### config.mk
export PLATFORM = sky130hd
export DESIGN_NAME = sbus_datapath
export DESIGN_NICKNAME = d
export VERILOG_FILES = /design/src/rtl/sbus_pkg.sv /design/src/rtl/sbus_regram.sv /design/src/rtl/sbus_alu.sv /design/src/rtl/sbus_immgen.sv /design/src/rtl/sbus_datapath.sv
export SDC_FILE = /design/constraint.sdc
export NUM_CORES = 2
export LEC_CHECK = 0
export ABC_AREA = 1
export BUFFER_PORTS_ARGS = -buffer_cell sky130_fd_sc_hd__buf_2
export CORE_MARGIN = 1
export CORE_UTILIZATION = 28
export DETAILED_ROUTE_END_ITERATION = 8
export SLEW_MARGIN = 5
export SYNTH_ARGS = -nofsm -noshare
export SYNTH_HDL_FRONTEND = slang
export SYNTH_SLANG_ARGS = --single-unit
### constraint.sdc
create_clock -name clk -period 6.82 [get_ports clk]
set_clock_uncertainty 0.1 [all_clocks]
set_input_delay 1.023 -clock clk [delete_from_list [all_inputs] [get_ports clk]]
set_output_delay 1.023 -clock clk [all_outputs]
set_load 0.02 [all_outputs]
### src/rtl/sbus_pkg.sv
package sbus_pkg;
    localparam int XLEN = 32;
    localparam int NXREG = 32;
    localparam int PC_IDX = NXREG;
    localparam int IDXW = $clog2(NXREG + 1);

    typedef enum logic [1:0] {
        RS_PC  = 2'd0,
        RS_RS1 = 2'd1,
        RS_RS2 = 2'd2,
        RS_RD  = 2'd3
    } rsel_e;

    typedef enum logic [2:0] {
        OP_ADD  = 3'd0,
        OP_SUB  = 3'd1,
        OP_SLT  = 3'd2,
        OP_SLTU = 3'd3,
        OP_EQ   = 3'd4,
        OP_NE   = 3'd5,
        OP_AND  = 3'd6,
        OP_OR   = 3'd7
    } aluop_e;

    typedef enum logic [1:0] {
        IMM_I = 2'd0,
        IMM_J = 2'd1,
        IMM_B = 2'd2,
        IMM_S = 2'd3
    } immfmt_e;

    typedef struct packed {
        logic [XLEN-1:0] a;
        logic [XLEN-1:0] b;
        logic [XLEN-1:0] mar;
        logic [31:0]     ir;
    } dp_state_t;
endpackage

### src/rtl/sbus_regram.sv
module sbus_regram
    import sbus_pkg::*;
(
    input  logic            clk,
    input  logic            rst_n,
    input  logic [IDXW-1:0] idx_i,
    input  logic            we_i,
    input  logic [XLEN-1:0] wdata_i,
    output logic [XLEN-1:0] rdata_o
);
    localparam int DEPTH = NXREG + 1;

    logic [XLEN-1:0] ram_q [DEPTH];

    always_ff @(posedge clk) begin
        if (we_i && (idx_i != '0)) begin
            ram_q[idx_i] <= wdata_i;
        end
    end

    always_comb begin
        if (idx_i == '0) begin
            rdata_o = '0;
        end else begin
            rdata_o = ram_q[idx_i];
        end
    end

    AST_X0_READS_ZERO: assert property (@(posedge clk) disable iff (!rst_n)
        (idx_i == '0) |-> (rdata_o == '0));

    AST_WRITE_LANDS: assert property (@(posedge clk) disable iff (!rst_n)
        (we_i && idx_i != '0) |=> (ram_q[$past(idx_i)] == $past(wdata_i)));
endmodule

### src/rtl/sbus_alu.sv
module sbus_alu
    import sbus_pkg::*;
(
    input  logic            clk,
    input  logic            rst_n,
    input  logic [2:0]      op_i,
    input  logic [XLEN-1:0] a_i,
    input  logic [XLEN-1:0] b_i,
    output logic [XLEN-1:0] res_o
);
    always_comb begin
        res_o = '0;
        unique case (aluop_e'(op_i))
            OP_ADD:  res_o = a_i + b_i;
            OP_SUB:  res_o = a_i - b_i;
            OP_SLT:  res_o = {{(XLEN-1){1'b0}}, ($signed(a_i) < $signed(b_i))};
            OP_SLTU: res_o = {{(XLEN-1){1'b0}}, (a_i < b_i)};
            OP_EQ:   res_o = {{(XLEN-1){1'b0}}, (a_i == b_i)};
            OP_NE:   res_o = {{(XLEN-1){1'b0}}, (a_i != b_i)};
            OP_AND:  res_o = a_i & b_i;
            OP_OR:   res_o = a_i | b_i;
            default: res_o = '0;
        endcase
    end

    AST_CMP_IS_BOOL: assert property (@(posedge clk) disable iff (!rst_n)
        (op_i inside {3'd2, 3'd3, 3'd4, 3'd5}) |-> (res_o[XLEN-1:1] == '0));
endmodule

### src/rtl/sbus_immgen.sv
module sbus_immgen
    import sbus_pkg::*;
(
    input  logic [31:0]     ir_i,
    input  logic [1:0]      fmt_i,
    output logic [XLEN-1:0] imm_o
);
    logic sgn;
    assign sgn = ir_i[31];

    always_comb begin
        unique case (immfmt_e'(fmt_i))
            IMM_I: imm_o = {{(XLEN-12){sgn}}, ir_i[31:20]};
            IMM_J: imm_o = {{(XLEN-20){sgn}}, ir_i[19:12], ir_i[20], ir_i[30:21], 1'b0};
            IMM_B: imm_o = {{(XLEN-12){sgn}}, ir_i[7], ir_i[30:25], ir_i[11:8], 1'b0};
            IMM_S: imm_o = {{(XLEN-12){sgn}}, ir_i[31:25], ir_i[11:7]};
            default: imm_o = '0;
        endcase
    end
endmodule

### src/rtl/sbus_datapath.sv
module sbus_datapath
    import sbus_pkg::*;
(
    input  logic        clk,
    input  logic        rst_n,
    input  logic [1:0]  rsel_i,
    input  logic        reg_wr_i,
    input  logic        reg_drv_i,
    input  logic        a_ld_i,
    input  logic        b_ld_i,
    input  logic [2:0]  alu_op_i,
    input  logic        alu_drv_i,
    input  logic        mar_ld_i,
    input  logic        mem_drv_i,
    input  logic        mem_wr_i,
    input  logic        ir_ld_i,
    input  logic        imm_drv_i,
    input  logic [1:0]  imm_fmt_i,
    input  logic [31:0] mem_rdata_i,
    input  logic        mem_busy_i,
    output logic [31:0] mem_addr_o,
    output logic [31:0] mem_wdata_o,
    output logic        mem_we_o,
    output logic        mem_re_o,
    output logic        busy_o,
    output logic [6:0]  opcode_o,
    output logic        cond_o,
    output logic [31:0] bus_o
);
    dp_state_t st_d, st_q;

    logic [IDXW-1:0] idx;
    logic [XLEN-1:0] reg_rd, alu_res, imm_val, bus;
    logic [3:0]      drv_vec;

    always_comb begin
        unique case (rsel_e'(rsel_i))
            RS_PC:   idx = IDXW'(PC_IDX);
            RS_RS1:  idx = IDXW'(st_q.ir[19:15]);
            RS_RS2:  idx = IDXW'(st_q.ir[24:20]);
            RS_RD:   idx = IDXW'(st_q.ir[11:7]);
            default: idx = '0;
        endcase
    end

    sbus_regram u_regram (
        .clk     (clk),
        .rst_n   (rst_n),
        .idx_i   (idx),
        .we_i    (reg_wr_i),
        .wdata_i (bus),
        .rdata_o (reg_rd)
    );

    sbus_alu u_alu (
        .clk   (clk),
        .rst_n (rst_n),
        .op_i  (alu_op_i),
        .a_i   (st_q.a),
        .b_i   (st_q.b),
        .res_o (alu_res)
    );

    sbus_immgen u_imm (
        .ir_i  (st_q.ir),
        .fmt_i (imm_fmt_i),
        .imm_o (imm_val)
    );

    // Gated OR of sources: zero when idle; exclusivity is checked below.
    assign drv_vec = {reg_drv_i, alu_drv_i, mem_drv_i, imm_drv_i};

    always_comb begin
        bus = '0;
        if (reg_drv_i) bus = bus | reg_rd;
        if (alu_drv_i) bus = bus | alu_res;
        if (mem_drv_i) bus = bus | mem_rdata_i;
        if (imm_drv_i) bus = bus | imm_val;
    end

    always_comb begin
        st_d = st_q;
        if (a_ld_i)   st_d.a   = bus;
        if (b_ld_i)   st_d.b   = bus;
        if (mar_ld_i) st_d.mar = bus;
        if (ir_ld_i)  st_d.ir  = bus[31:0];
    end

    always_ff @(posedge clk) begin
        if (!rst_n) begin
            st_q <= '0;
        end else begin
            st_q <= st_d;
        end
    end

    assign bus_o       = bus;
    assign mem_addr_o  = st_q.mar;
    assign mem_wdata_o = bus;
    assign mem_we_o    = mem_wr_i;
    assign mem_re_o    = mem_drv_i;
    assign busy_o      = mem_busy_i;
    assign opcode_o    = st_q.ir[6:0];
    assign cond_o      = (alu_res != '0);

    AST_ONE_DRIVER: assert property (@(posedge clk) disable iff (!rst_n)
        $onehot0(drv_vec));

    AST_IDLE_BUS_ZERO: assert property (@(posedge clk) disable iff (!rst_n)
        (drv_vec == 4'b0) |-> (bus_o == '0));

    AST_A_HOLD: assert property (@(posedge clk) disable iff (!rst_n)
        !a_ld_i |=> $stable(st_q.a));

    AST_B_HOLD: assert property (@(posedge clk) disable iff (!rst_n)
        !b_ld_i |=> $stable(st_q.b));

    AST_MAR_LOAD: assert property (@(posedge clk) disable iff (!rst_n)
        mar_ld_i |=> (mem_addr_o == $past(bus_o)));

    AST_IR_HOLD: assert property (@(posedge clk) disable iff (!rst_n)
        !ir_ld_i |=> $stable(opcode_o));
endmodule

=== Word-level counts from Yosys, hierarchy flattened ===
Memories as Yosys holds them, arrays and structs flattened.
Cells that the tools add are included.

* Memories: 1
* Word-level logic and storage cells: 46
* Bits in writable memories: 1056
* Bits of input ports: 52
* Bits in registers: 128
* Output and inout bits: 107

{| class="wikitable"
|+ Memory list
! name !! words !! width !! rd ports !! clocked after Yosys merged registers in !! wr ports !! line !! source
|-
| u_regram.ram_q || 33 || 32 || 1 || 0 || 1 || sbus_regram.sv:13 || <nowiki>logic [XLEN-1:0] ram_q [DEPTH];</nowiki>
|}

* Multiplexer cells: 10
* Reductions and logical operators: 7
* Eq/ne operators: 15
* Bitwise operators: 5
* $add $sub $neg: 2
* Order comparisons: 2

{| class="wikitable"
|+ Operators by type and width
! kind !! count
|-
| 32-bit case mux with 8 select lines || 1
|-
| 32-bit two-way mux || 5
|-
| 32-bit OR || 4
|-
| 32-bit case mux with 4 select lines || 1
|-
| 32-bit < comparator || 2
|-
| 32-bit adder || 1
|-
| 32-bit AND || 1
|-
| 32-bit equality test || 1
|-
| 32-bit != test || 1
|-
| 32-bit nonzero test || 1
|-
| 32-bit subtractor || 1
|-
| 6-bit case mux with 4 select lines || 1
|-
| 3-bit equality test (second input constant) || 4
|-
| 2-bit equality test (second input constant) || 4
|-
| 3-bit by 2-bit equality test with 1-bit output (second input constant) || 2
|-
| 6-bit zero test || 1
|-
| 6-bit nonzero test || 1
|-
| 2-bit by 1-bit equality test with 1-bit output (second input constant) || 2
|-
| 2-bit zero test || 2
|-
| 3-bit by 1-bit equality test with 1-bit output (second input constant) || 1
|-
| 3-bit zero test || 1
|-
| 1-bit two-way mux || 2
|-
| 1-bit logical AND || 1
|}

=== Logic depth before layout (Yosys ltp) ===
* Depth after elaboration: 11
* Gate-level depth with buffers: 22
* Depth with buffers taken out: 20

=== By module ===
A second synthesis with hierarchy kept.

* Cell total of the unflattened synthesis: 6222
* Area total of the unflattened synthesis: 57046.0 µm²

{| class="wikitable"
|+ By module, submodules not included
! module !! area an instance (µm²) !! seq. area each (µm²) !! cells an instance !! times used
|-
| sbus_regram || 44630.3 || 31710.4 || 4185 || 1
|-
| sbus_datapath || 6179.7 || 2562.5 || 839 || 1
|-
| sbus_alu || 5853.1 || 0.0 || 1135 || 1
|-
| sbus_immgen || 382.9 || 0.0 || 63 || 1
|}

=== Worst setup path before layout ===
No wires, ideal clock.

* Kind: input-to-reg
* Start point: input port rsel_i[0]
* End point: memory u_regram.ram_q[7][0] (enable)
* Arrival time: 5.440 ns
* Required time: 6.218 ns
* Slack: 0.778 ns
* Stages: 13
* Setup time: 0.502 ns
* Buffers on the path: 5
* Path through: buf_4 -> inv_2 -> nor2_1 -> nand2_1 -> nand3_1 -> buf_4 -> inv_4 -> buf_6 -> buf_6 -> buf_2 -> nor3_1 -> nand2_1 -> nor4_1

* Cells in the longest elaborated chain, start to end: 6
* Elaborated cells on any way between the ends: 9
* Those cells by class: 3 x eq/ne; 3 x mux; 3 x reduce/logical

{| class="wikitable"
|+ RTL lines
! what !! line !! source
|-
| start: declaration || sbus_datapath.sv:6 || <nowiki>input logic [1:0] rsel_i,</nowiki>
|-
| 2-bit equality test (tied with other cells) || sbus_datapath.sv:37 || <nowiki>unique case (rsel_e'(rsel_i))</nowiki>
|-
| 6-bit case mux with 4 select lines * || sbus_datapath.sv:37 ||
|-
| 6-bit nonzero test || sbus_regram.sv:16 || <nowiki>if (we_i && (idx_i != '0)) begin</nowiki>
|-
| 1-bit logical AND || sbus_regram.sv:16 ||
|-
| 1-bit two-way mux || sbus_regram.sv:16 ||
|-
| 1-bit two-way mux (not written as such) || sbus_regram.sv:17 || <nowiki>ram_q[idx_i] <= wdata_i;</nowiki>
|-
| end: declaration || sbus_regram.sv:13 ||
|}

Every way passes the cells marked *; elsewhere a longest branch is shown, timed or not.

=== Worst setup path in the final report ===
* Start point: input port rsel_i[0]
* End point: output port mem_wdata_o[31]

* Cells in the longest elaborated chain, start to end: 11
* Elaborated cells on any way between the ends: 15
* Those cells by class: 3 x eq/ne; 6 x mux; 3 x bitwise; 2 x reduce/logical; 1 x memory

{| class="wikitable"
|+ RTL lines
! what !! line !! source
|-
| 2-bit equality test (tied with other cells) || sbus_datapath.sv:37 ||
|-
| 6-bit case mux with 4 select lines * || sbus_datapath.sv:37 ||
|-
| memory read 33 x 32 bit or 6-bit zero test (tied branches) || -- ||
|-
| 32-bit two-way mux * || sbus_regram.sv:22 || <nowiki>if (idx_i == '0) begin</nowiki>
|-
| 32-bit two-way mux * || sbus_datapath.sv:75 || <nowiki>if (reg_drv_i) bus = bus | reg_rd;</nowiki>
|-
| 32-bit OR || sbus_datapath.sv:76 || <nowiki>if (alu_drv_i) bus = bus | alu_res;</nowiki>
|-
| 32-bit two-way mux * || sbus_datapath.sv:76 ||
|-
| 32-bit OR || sbus_datapath.sv:77 || <nowiki>if (mem_drv_i) bus = bus | mem_rdata_i;</nowiki>
|-
| 32-bit two-way mux * || sbus_datapath.sv:77 ||
|-
| 32-bit OR || sbus_datapath.sv:78 || <nowiki>if (imm_drv_i) bus = bus | imm_val;</nowiki>
|-
| 32-bit two-way mux * || sbus_datapath.sv:78 ||
|-
| end: declaration || sbus_datapath.sv:22 || <nowiki>output logic [31:0] mem_wdata_o,</nowiki>
|}

Marks and branches as above.

==> results.ini <==
[outcome]
outcome=complete, no violations

[power_and_ir_drop]
seq_power_share_pct=45.6
combPwrFrac_pct=19.7
ir_worst_vdd_uv=238
p_sw_share_pct=30.7
p_leak_nw=28.0
switchingPower_mw=5.70
p_clk_share_pct=34.7
internal_power_mw=12.8
powerDensity_nw_per_um2=279

[timing]
maxSlewViolCount=0
fmax_mhz=168
timing.final.crit_share_pct=87.4
hold_viol_final=0
whs_ns=0.424
worst_slack_ns=0.858
worstMarginPinSlew_ns=1.18
max_slew_margin_pct=21.3
fin_setup_tns_ns=0
min_period_ns=5.96
grt_setup_unrepaired=false
setup_violations=0

[synth]
ys_ff_latch=1184
synthArstFlopShare_pct=0
ys_seq_area_share_pct=58.9
yosys_warnings=0
netlist_instances=6549
synth_edf_count=1056
netlist_top_cells_area=edfxtp_1 54%, nand2_1 14%, inv_1 5.7%
yosysTopAreaCell=edfxtp_1
netlist_area_um2=58200
syn_avg_cell_area_um2=8.89
synth.distinct_cells=50
synth_ff_type=edfxtp_1
netlist.area_leader.share_pct=54.5

[setup_path]
required_ns=5.70
endpoint_kind=output port
start_kind=input port
regToRegStartpoint=st_q[9]$_SDFFE_PN0P_
path_cells=buf_2 > nand2_2 > inv_1 > nand2_1 > nand3_4 > inv_8 > buf_12 > nand2_1 > nand2_1 > nand2_1 > nand2_1 > nand2_1 > nand2_1 > inv_1 > nand2_1 > nand2_1 > nand2_1 > buf_4 > nand3_1 > buf_2
cp_max_fo=116
path_class=in -> out
slowest_stage=inv_8
crit_start=rsel_i[0]
max_stage_delay_ns=0.61
cp.arrival_ns=4.84
crit_path_frequent_cell=nand2_1

[layout]
final_common_cell=nand2_1
drive_gt1_share_pct=10.6
multiInputGateArea_um2=18900
fin_nets=6807
syn_to_final_growth_pct=13.9
fin_area_um2=66300
layout_common_cells=2222 x nand2_1, 1056 x edfxtp_1, 888 x inv_1, 529 x o21ai_0, 344 x nor2_1
fillerInstances=21400
fin_cells=9462
regArea_um2=34300

[drt]
routed_wl_mm=194
drt_iter0_drc=5282
drc=0
drt_pass1_iterations=6
detail-route-antenna-nets=0
drt-wirelength-per-cell_um=20.5
viasPerCell=4.73
routed-via-count=44800

[clock_network]
clk_path_buf_depth=3
cts_inserted_buffers=120
clkSinkCount=1184
clk_pin_slew_ns=0.06
cts_root_buffer=clkbuf_16
post_cts_resized=0
post-cts-setup-buffer-count=0
hold_buffers=0
clock_latency_ns=0.80
cts_max_level=3
cts_tree=done

[placement]
placed_area_um2=62500
portBuffers=154
gp_congestion=0.919
place_inst=9239
place_ws_ns=0.908
dp_hpwl_mm=127

[die]
fp-row-count=167
core-area_um2=207000
die_area_um2=210000
die_width_um=458
die_h_um=458
start_util_pct=28.1
io_pins=159

[min_path]
min-delay-path-class=reg -> reg
holdCritStartpoint=mem_addr_o[30]$_SDFFE_PN0P_

[global_routing]
grt-ovfl-total=0
grt_usage_pct=18.0
grt_start_max_net_pins=145
grt_pass1_wl_mm=281
grt_pass1_vias=41700
antenna_found_initial=11

[flow_run]
cap_violations=0

-- per-stage QoR --
step | total power, mW | util [%]
2_1_floorplan | 10.8 | -
3_3_place_gp | 12.2 | 30.2
3_5_place_dp | 12.2 | 30.2
4_1_cts | 18.6 | 32.1
5_1_grt | 19.3 | 32.1
6_report | 18.5 | 32.1
-- path summary, 6_finish.rpt --
check        cells past startpoint                               to  slack (ns)
min                              2      mem_addr_o[30]$_SDFFE_PN0P_        0.42
min reg2reg                      2      mem_addr_o[30]$_SDFFE_PN0P_        0.42
max                             20                  mem_wdata_o[31]        0.86
max reg2reg                      8  u_regram.ram_q[11][4]$_DFFE_PP_        2.50
-- cells in the mapped netlist (20+ instances only) --
| cell | number |
|---|---|
| a21oi_1 | 182 |
| ha_1 | 96 |
| nor2_1 | 365 |
| buf_2 | 126 |
| nand3_1 | 325 |
| nor3_1 | 25 |
| edfxtp_1 | 1056 |
| clkbuf_1 | 133 |
| nand4_1 | 92 |
| o21ai_0 | 529 |
| buf_1 | 20 |
| nand2_1 | 2222 |
| dfxtp_1 | 128 |
| or2_2 | 122 |
| inv_1 | 890 |
| buf_4 | 100 |
-- cells by family (layout without fill, tap and decap cells) --
logic type,after synthesis,after routing,synth area share (%)
buf+inv,1287,1462,9.30
compound gates,766,766,6.80
fa+ha+maj,98,98,2.13
simple gates,3209,3209,22.8
xor+xnor,4,4,0.0602
flops,1184,1184,58.9
other cells,1,35,0.00644
-- layer usage --
metal	up-vias	share of wire, %	routed length, um	global-route usage (%)
met2	1792	45	86600	28.2
met4	2	3.1	6070	5.69
met3	307	7.8	15000	2.86
met1	21500	44	86100	25.4
met5	-	0.0067	13	0
li1	21200	-	-	-
-- flip-flops by register name (all words and copies together), names as in the netlist --
signal and flops:
opcode_o 7, st_q 89, u_regram.ram_q 1056, mem_addr_o 32
-- critical path, delay by kind of cell --
kind                   cells  cell delay, ns
buffers and inverters      7            1.81
and+or+nand+nor           13            1.82
-- power by group through the flow --
stage,sequential (mW),clock (mW),combinational [mW]
floorplan,8.60,0,2.23
global placement,8.60,0,3.60
detailed placement,8.60,0,3.61
CTS,8.45,6.54,3.63
global route,8.46,6.81,3.99
finish,8.45,6.44,3.64
-- layout make-up --
| cell class | count | share of cell area (%) |
|---|---|---|
| flip-flops and latches | 1184 | 51.7 |
| clock buffers | 149 | 4.72 |
| repair buffers | 344 | 3.84 |
| clock inverters | 71 | 0.996 |
| multi-input cells | 4109 | 28.6 |
| well taps | 2704 | 5.10 |
| inverters | 898 | 5.10 |
| diodes | 3 | 0.0113 |
Power figures use the tool's default switching activity.
